==> src/rtl/stmr_pkg.sv <==
package stmr_pkg;
  localparam int ADDR_W = 2;

  typedef enum logic [ADDR_W-1:0] {
    A_CTRL   = 2'd0,
    A_PERIOD = 2'd1,
    A_STAT   = 2'd2,
    A_COUNT  = 2'd3
  } stmr_addr_e;
endpackage

==> src/rtl/stmr_count.sv <==
module stmr_count #(
  parameter int CNT_W = 6
) (
  input  logic             clk,
  input  logic             rst_n,
  input  logic             load,
  input  logic [CNT_W-1:0] load_val,
  input  logic             hold,
  input  logic [CNT_W-1:0] period,
  input  logic             tick,
  output logic [CNT_W-1:0] cnt,
  output logic             expire
);
  localparam logic [CNT_W-1:0] ZERO = '0;
  localparam logic [CNT_W-1:0] ONE  = CNT_W'(1);

  logic             active;
  logic             at_zero;
  logic [CNT_W-1:0] cnt_d;

  assign active  = tick && !hold && !load;
  assign at_zero = (cnt == ZERO);
  assign expire  = active && at_zero;

  always_comb begin
    cnt_d = cnt;
    if (load)             cnt_d = load_val;
    else if (hold)        cnt_d = period;
    else if (expire)      cnt_d = period;
    else if (active)      cnt_d = cnt - ONE;
  end

  always_ff @(posedge clk or negedge rst_n) begin
    if (!rst_n) cnt <= ZERO;
    else        cnt <= cnt_d;
  end

  // a plain tick steps the counter down by one
  p_step_down_r3: assert property (@(posedge clk) disable iff (!rst_n)
    (tick && !hold && !load && cnt != ZERO) |=> (cnt == $past(cnt) - ONE));

  // with no tick, hold or load, the counter is stable
  p_idle_stable_r3: assert property (@(posedge clk) disable iff (!rst_n)
    (!tick && !hold && !load) |=> $stable(cnt));

  // expiry reloads the period value
  p_reload_r4: assert property (@(posedge clk) disable iff (!rst_n)
    (tick && !hold && !load && cnt == ZERO) |=> (cnt == $past(period)));

  // hold parks the counter on the period value
  p_hold_r8: assert property (@(posedge clk) disable iff (!rst_n)
    (hold && !load) |=> (cnt == $past(period)));

  // a period write loads the counter regardless of tick
  p_load_r2: assert property (@(posedge clk) disable iff (!rst_n)
    load |=> (cnt == $past(load_val)));
endmodule

==> src/rtl/stmr_flag.sv <==
module stmr_flag (
  input  logic clk,
  input  logic rst_n,
  input  logic expire,
  input  logic clr,
  input  logic en,
  output logic sts,
  output logic irq
);
  always_ff @(posedge clk or negedge rst_n) begin
    if (!rst_n)      sts <= 1'b0;
    else if (expire) sts <= 1'b1;
    else if (clr)    sts <= 1'b0;
  end

  assign irq = sts & en;

  // expiry always leaves the flag set
  p_sticky_set_r4: assert property (@(posedge clk) disable iff (!rst_n)
    expire |=> sts);

  // a clear that collides with an expiry loses
  p_collide_keep_r7: assert property (@(posedge clk) disable iff (!rst_n)
    (expire && clr) |=> sts);

  // a clear with no expiry drops the flag
  p_w1c_r6: assert property (@(posedge clk) disable iff (!rst_n)
    (clr && !expire) |=> !sts);

  // without expiry or clear the flag keeps its value
  p_flag_keep_r8: assert property (@(posedge clk) disable iff (!rst_n)
    (!clr && !expire) |=> $stable(sts));

  // no interrupt without enable
  p_irq_gate_r5: assert property (@(posedge clk) disable iff (!rst_n)
    irq |-> (en && sts));
endmodule

==> src/rtl/stmr_regs.sv <==
module stmr_regs
  import stmr_pkg::*;
#(
  parameter int CNT_W  = 6,
  parameter int DATA_W = 8
) (
  input  logic              clk,
  input  logic              rst_n,
  input  logic              wr_en,
  input  logic [ADDR_W-1:0] wr_addr,
  input  logic [DATA_W-1:0] wr_data,
  input  logic [ADDR_W-1:0] rd_addr,
  input  logic              sts,
  input  logic [CNT_W-1:0]  cnt,
  output logic              en,
  output logic [CNT_W-1:0]  period,
  output logic              period_we,
  output logic [CNT_W-1:0]  period_new,
  output logic              clr,
  output logic [DATA_W-1:0] rd_data
);
  localparam int PAD_W = DATA_W - CNT_W;

  logic unused_hi;
  assign unused_hi = ^wr_data[DATA_W-1:CNT_W];

  logic ctrl_we;
  assign ctrl_we    = wr_en && (wr_addr == A_CTRL);
  assign period_we  = wr_en && (wr_addr == A_PERIOD);
  assign clr        = wr_en && (wr_addr == A_STAT) && wr_data[0];
  assign period_new = wr_data[CNT_W-1:0];

  always_ff @(posedge clk or negedge rst_n) begin
    if (!rst_n) begin
      en     <= 1'b0;
      period <= '0;
    end else begin
      if (ctrl_we)   en     <= wr_data[0];
      if (period_we) period <= period_new;
    end
  end

  always_comb begin
    unique case (stmr_addr_e'(rd_addr))
      A_CTRL:   rd_data = {{(DATA_W-1){1'b0}}, en};
      A_PERIOD: rd_data = {{PAD_W{1'b0}}, period};
      A_STAT:   rd_data = {{(DATA_W-1){1'b0}}, sts};
      A_COUNT:  rd_data = {{PAD_W{1'b0}}, cnt};
      default:  rd_data = '0;
    endcase
  end

  // enable and period change only through writes
  p_cfg_keep_r8: assert property (@(posedge clk) disable iff (!rst_n)
    !wr_en |=> ($stable(en) && $stable(period)));

  // a period write lands masked to the field width
  p_period_wr_r2: assert property (@(posedge clk) disable iff (!rst_n)
    period_we |=> (period == $past(wr_data[CNT_W-1:0])));
endmodule

==> src/rtl/stmr_unit.sv <==
module stmr_unit
  import stmr_pkg::*;
#(
  parameter int CNT_W  = 6,
  parameter int DATA_W = 8
) (
  input  logic              clk,
  input  logic              rst_n,
  input  logic              soft_rst,
  input  logic              stop,
  input  logic              tick,
  input  logic              wr_en,
  input  logic [ADDR_W-1:0] wr_addr,
  input  logic [DATA_W-1:0] wr_data,
  input  logic [ADDR_W-1:0] rd_addr,
  output logic [DATA_W-1:0] rd_data,
  output logic              irq_o
);
  logic             en, sts, clr, expire, period_we, hold;
  logic [CNT_W-1:0] period, period_new, cnt;

  assign hold = soft_rst | stop;

  stmr_regs #(.CNT_W(CNT_W), .DATA_W(DATA_W)) u_regs (
    .clk(clk), .rst_n(rst_n), .wr_en(wr_en), .wr_addr(wr_addr),
    .wr_data(wr_data), .rd_addr(rd_addr), .sts(sts), .cnt(cnt),
    .en(en), .period(period), .period_we(period_we),
    .period_new(period_new), .clr(clr), .rd_data(rd_data)
  );

  stmr_count #(.CNT_W(CNT_W)) u_count (
    .clk(clk), .rst_n(rst_n), .load(period_we), .load_val(period_new),
    .hold(hold), .period(period), .tick(tick), .cnt(cnt), .expire(expire)
  );

  stmr_flag u_flag (
    .clk(clk), .rst_n(rst_n), .expire(expire), .clr(clr), .en(en),
    .sts(sts), .irq(irq_o)
  );

  // coming out of hard reset nothing is pending
  p_reset_quiet_r1: assert property (@(posedge clk)
    !rst_n |=> !irq_o);
endmodule

==> config.mk <==
export PLATFORM = sky130hd
export DESIGN_NAME = stmr_unit
export DESIGN_NICKNAME = d
export VERILOG_FILES = /design/src/rtl/stmr_pkg.sv /design/src/rtl/stmr_count.sv /design/src/rtl/stmr_flag.sv /design/src/rtl/stmr_regs.sv /design/src/rtl/stmr_unit.sv
export SDC_FILE = /design/constraint.sdc
export NUM_CORES = 1
export LEC_CHECK = 0
export BUFFER_PORTS_ARGS = -buffer_cell sky130_fd_sc_hd__buf_2
export CAP_MARGIN = 20
export CORE_MARGIN = 4
export CORE_UTILIZATION = 50
export DETAILED_ROUTE_END_ITERATION = 6
export GPL_ROUTABILITY_DRIVEN = 0
export GPL_TIMING_DRIVEN = 0
export PLACE_DENSITY = 0.79
export SKIP_LAST_GASP = 1
export SLEW_MARGIN = 20
export SYNTH_ARGS = -nofsm -noshare
export SYNTH_HDL_FRONTEND = slang
export SYNTH_SLANG_ARGS = --single-unit
==> constraint.sdc <==
create_clock -name clk -period 2.77 [get_ports clk]
set_input_delay 0.1385 -clock clk [delete_from_list [all_inputs] [get_ports clk]]
set_output_delay 0.1385 -clock clk [all_outputs]
set_load 0.02 [all_outputs]
# After elaboration in Yosys (flattened, before gate mapping)
# Cells that the tools add are included.
# totals
elab_cells,33
output_inout_bits,9
in_bits,18
regBits,14
# op_classes
n_mux,7
bitwise_logic,2
n_reduce_logical,14
eq_ne,5
add_sub_neg,1
# ops
op,count
$pmux 8 s4,1
$mux 6,4
$logic_and 1x1->1,7
$eq 2x2->1 const B,3
$logic_not 6->1,1
$sub 6x1->6 const B,1
$eq 2x1->1 const B,2
$logic_not 2->1,2
$reduce_bool 4->1,1
$logic_not 1->1,2
$mux 1,2
$reduce_bool 2->1,1
$and 1x1->1,1
$or 1x1->1,1

# Depth between registers and ports, before layout
# depth
depth_word,8
ltp_mapped,5
ltp_nobuf,5

# By module
# A second synthesis with hierarchy kept.
# hier_totals
hier_cells,102
area_unflattened_um2,1037.2
# modules_own_cells
mod,cells_per_inst,instances,seq_area_each_um2,area_per_inst_um2
stmr_count,58,1,150.1,519.2
stmr_regs,39,1,175.2,469.2
stmr_flag,4,1,25.0,42.5
stmr_unit,1,1,0.0,6.3

# Worst setup path after synthesis
# OpenSTA, ideal clock, no wires.
# synth_timing
path_kind,register -> register
from,register u_count.cnt[2]
to,register u_count.cnt[2]
setup_slack_ns,1.165
n_path_buf,0
t_arrival_ns,1.479
path_stages_with_launch,5
t_required_ns,2.644
cell_sequence,dfrtp_1 -> nor3_1 -> a311o_1 -> nor3_1 -> o32a_1
# synth_between
elab_chain_len,5
elab_cells_between_ends,8
classes_between,add/sub: 1; mux: 4; reduce/logical: 3
# synth_lines
element,line,text
start: declaration,stmr_count.sv:11,"output logic [CNT_W-1:0] cnt,"
start signal: assignment,stmr_count.sv:35,else cnt <= cnt_d;
$sub 6x1->6 or $logic_not 6->1 (tied branches),"stmr_count.sv:30, stmr_count.sv:22",
$mux 6 or $logic_and 1x1->1 (tied branches),"stmr_count.sv:30, stmr_count.sv:23",
$mux 6,stmr_count.sv:29,else if (expire) cnt_d = period;
$mux 6,stmr_count.sv:28,else if (hold) cnt_d = period;
$mux 6,stmr_count.sv:27,if (load) cnt_d = load_val;
# Parallel ways exist; a longest one is shown, timed or not. The select of a mux whose other input is x is not followed.
# A chain may end at the register's enable or synchronous reset.

# Final worst setup path
# layout_timing
from,register u_count.cnt[0]
to,register u_count.cnt[3]
# The elaborated chain is that of the path after synthesis.

==> flow_summary.toml <==
[status]
status = "finished clean"

[flow_run]
drv.max_cap_violation_count = 0

[placement]
portBuffers = 21
hpwl_mm = 1.69

[setup_path]
cp-end-kind = "flip-flop"
crit_slowest_cell = "sky130_fd_sc_hd__a311oi_1"
cp_slowest_stage_delay_ns = 0.63
start_kind = "flip-flop"
worst-path-stages = 5
worst-path-buf-inv = 1
reg2regPathDepth = 5
required_time_reported_for_the_critical_path_endpoint_ns = 2.96
family_with_the_most_delay_on_the_worst_path = "compound AO/OA/AOI/OAI gates"
critical_path.max_fanout = 5
critical_path.endpoint = "u_count.cnt[3]"
r2r_setup_slack_ns = 0.84
regToRegEndpoint = "u_count.cnt[3]"
critPathKind = "reg2reg"
crit-reg2reg-launch = "u_count.cnt[0]"
crit_path_cell_trace = "inv_1 > ha_1 > a311oi_1 > o21ai_0 > a211o_1"
cp-startpoint = "u_count.cnt[0]"
cp_data_arrival_time_ns = 2.12

[clock_network]
clock_latency_ns = 0.29
post_cts.repair.setup_buffers = 0
clkSlewWorstSetupHoldPaths_ns = 0.10
htree_depth = 1
tritoncts.num_buffers = 3
cts_buffer_depth = 2
cts_tree = "done"
clockRootBuffer = "sky130_fd_sc_hd__clkbuf_4"
post_cts_resized = 0
cts.sinks = 14

[floorplanning]
floorplan.io_pins = 27
rows = 15
die_outline_area_sq_um = 2600
die_x_um = 51.0
core_area_sq_um = 1750
start_util_pct = 53.0
vertical_die_dimension_um = 51.0

[final_layout]
area.growth.synth_to_final_pct = 20.1
layout.nets = 149
antenna_cells = 0
fillerInstances = 156
end_of_flow_core_utilization_pct = 63.7
share_of_layout_cells_above_drive_strength_1_pct = 26.6

[synthesis]
synth.ff_latch_count = 14
synth-edff-count = 0
synth.cell_area_sq_um = 926
syn_inst = 101
synth_cell_type_count = 41
yosysSeqAreaShare_pct = 37.8
synthFlopType = "sky130_fd_sc_hd__dfrtp_1"
yosysWarnings = 0
synth_async_sr_flop_share_pct = 100
syn_area_per_cell_sq_um = 9.17

[pwr]
power_density_nw_per_um2 = 617
intPower_uw = 439
share_of_power_burned_in_registers_pct = 42.1
part_of_the_power_in_combinational_logic_pct = 35.6
power.clock.fraction_pct = 22.3
vdd_drop_max_uv = 433
switching_share_pct = 36.0
total_leakage_power_nw = 0.554
p_total_uw = 686
power_switching_uw = 247

[sta]
achievable-frequency_mhz = 518
final_report_max_slew_violation_count = 0
grt_setup_unrepaired = "no"
finClkSkew_ns = 0.0105
finalCritPeriodShare_pct = 69.7
fin_setup_tns_ns = 0
timing.slew.headroom_pct = 48.7
setup_viol_count_final = 0
finalHoldViolCount = 0
period_minus_slack_ns = 1.93
tightestPinTransition_ns = 0.764

[global_route]
globalRoute.totalOverflow = 0
number_of_global_route_vias_before_repair = 884
grt_pass1_wl_mm = 3.81
grt_start_max_net_pins = 15
track_usage_pct = 19.5
grt_antenna_before_repair = 0

[drt]
route.detailed.vias_per_inst = 5.59
first_pass_iters = 4
detail-route-antenna-nets = 0
dr.first_iter.drc_count = 16
wirelength_mm = 2.29
vias = 855
detail_route.wl_per_cell_um = 14.9
post-route-drc-count = 0

[hold_path]
timing.hold.worst.class = "in2reg"
## metrics by stage
stage                     setup WS (ns)  hold slack (ns)  instance area, sq um  instances
after global placement            0.929           0.0522                  1070        148
after CTS                         0.838           0.0452                  1110        153
after detailed placement          0.841           0.0602                  1070        148
after floorplan                    1.16           -0.157                   930        102
final                             0.839           0.0507                  1110        153
after global routing              0.682           0.0722                  1110        153
## state kept, by name (all words and copies together), names as in the netlist
register and count:
u_regs.period 6, u_regs.en 1, u_count.cnt 6, u_flag.sts 1
## final cells by class
| class | instances | area [sq um] | area share [%] |
|---|---|---|---|
| Buffer | 6 | 37.5 | 3.37 |
| Tap cell | 25 | 31.3 | 2.81 |
| Clock buffer | 4 | 36.3 | 3.26 |
| Inverter | 3 | 11.3 | 1.01 |
| Multi-Input combinational cell | 79 | 531 | 47.7 |
| Sequential cell | 14 | 350 | 31.5 |
| Timing Repair Buffer | 22 | 115 | 10.3 |
## synth_stat cells (all sizes together) (2+ instances only)
master / instances / area (sq um)
nand2: 19 / 71.3
nand3: 2 / 10.0
nor2b: 6 / 37.5
nor2: 3 / 11.3
o21ai: 3 / 15.0
dfrtp: 14 / 350
xnor2: 2 / 17.5
inv: 3 / 11.3
nor3: 4 / 20.0
and2: 3 / 20.0
a311o: 2 / 20.0
buf: 3 / 26.3
ha: 2 / 25.0
a211oi: 2 / 15.0
clkbuf: 3 / 11.3
mux2i: 7 / 70.1
## layer usage
layer / up-vias / GRT usage [%] / wire length, um
met5: - / 0 / 0
met3: 4 / 1.75 / 113
met4: 0 / 9.42 / 30
met1: 407 / 25.0 / 1060
li1: 418 / - / -
met2: 26 / 32.8 / 1090
## cell usage in the layout (no fill, tap or decap), types with 3 or more instances in the layout
master,instances
sky130_fd_sc_hd__dfrtp_1,14
sky130_fd_sc_hd__inv_1,3
sky130_fd_sc_hd__clkbuf_4,3
sky130_fd_sc_hd__o21ai_0,3
sky130_fd_sc_hd__clkbuf_1,3
sky130_fd_sc_hd__mux2i_1,7
sky130_fd_sc_hd__nor3_1,4
sky130_fd_sc_hd__nor2_1,3
sky130_fd_sc_hd__nor2b_1,6
sky130_fd_sc_hd__buf_2,21
sky130_fd_sc_hd__nand2_1,19
## timing repair
action / CTS / global route
hold buffers: 1 / 0
endpoints found under the hold margin: 14 / 0
endpoints found under the setup margin: 0 / 0
## cell families after synthesis
family                     count (synthesis)  synth area share (%)
adders and majority gates                  2                  2.70
other                                      1                 0.405
DFF                                       14                  37.8
buffers and inverters                      9                  5.27
and+or+nand+nor                           46                  25.8
xor gates and xnor gates                   2                  1.89
muxes                                      9                  11.2
AOI/OAI and AO/OA                         18                  14.9
## how the worst min path moves through the flow
stage,from,to,slack (ns),depth (start not counted)
3_5_place_dp,rst_n,u_regs.en,0.06,1
6_report,wr_data[3],u_regs.period[3],0.05,3
3_3_place_gp,rst_n,u_regs.en,0.05,1
5_1_grt,wr_data[5],u_regs.period[5],0.07,3
2_1_floorplan,rst_n,u_count.cnt[0],-0.16,0
4_1_cts,wr_data[3],u_regs.period[3],0.05,3
## power by group through the flow
stage               logic [mW]  clock network, mW  registers [mW]
finish                   0.245              0.153           0.289
detailed placement       0.244                  0           0.291
global route             0.275              0.163           0.297
CTS                      0.246              0.157           0.287
global placement         0.234                  0           0.289
floorplan                0.183                  0           0.279
## worst min-delay path: stages
cell                      delay, ns
sky130_fd_sc_hd__buf_2         0.07
sky130_fd_sc_hd__nand2_1       0.05
sky130_fd_sc_hd__nand2_1       0.06
(Power assumes the default switching activity.)
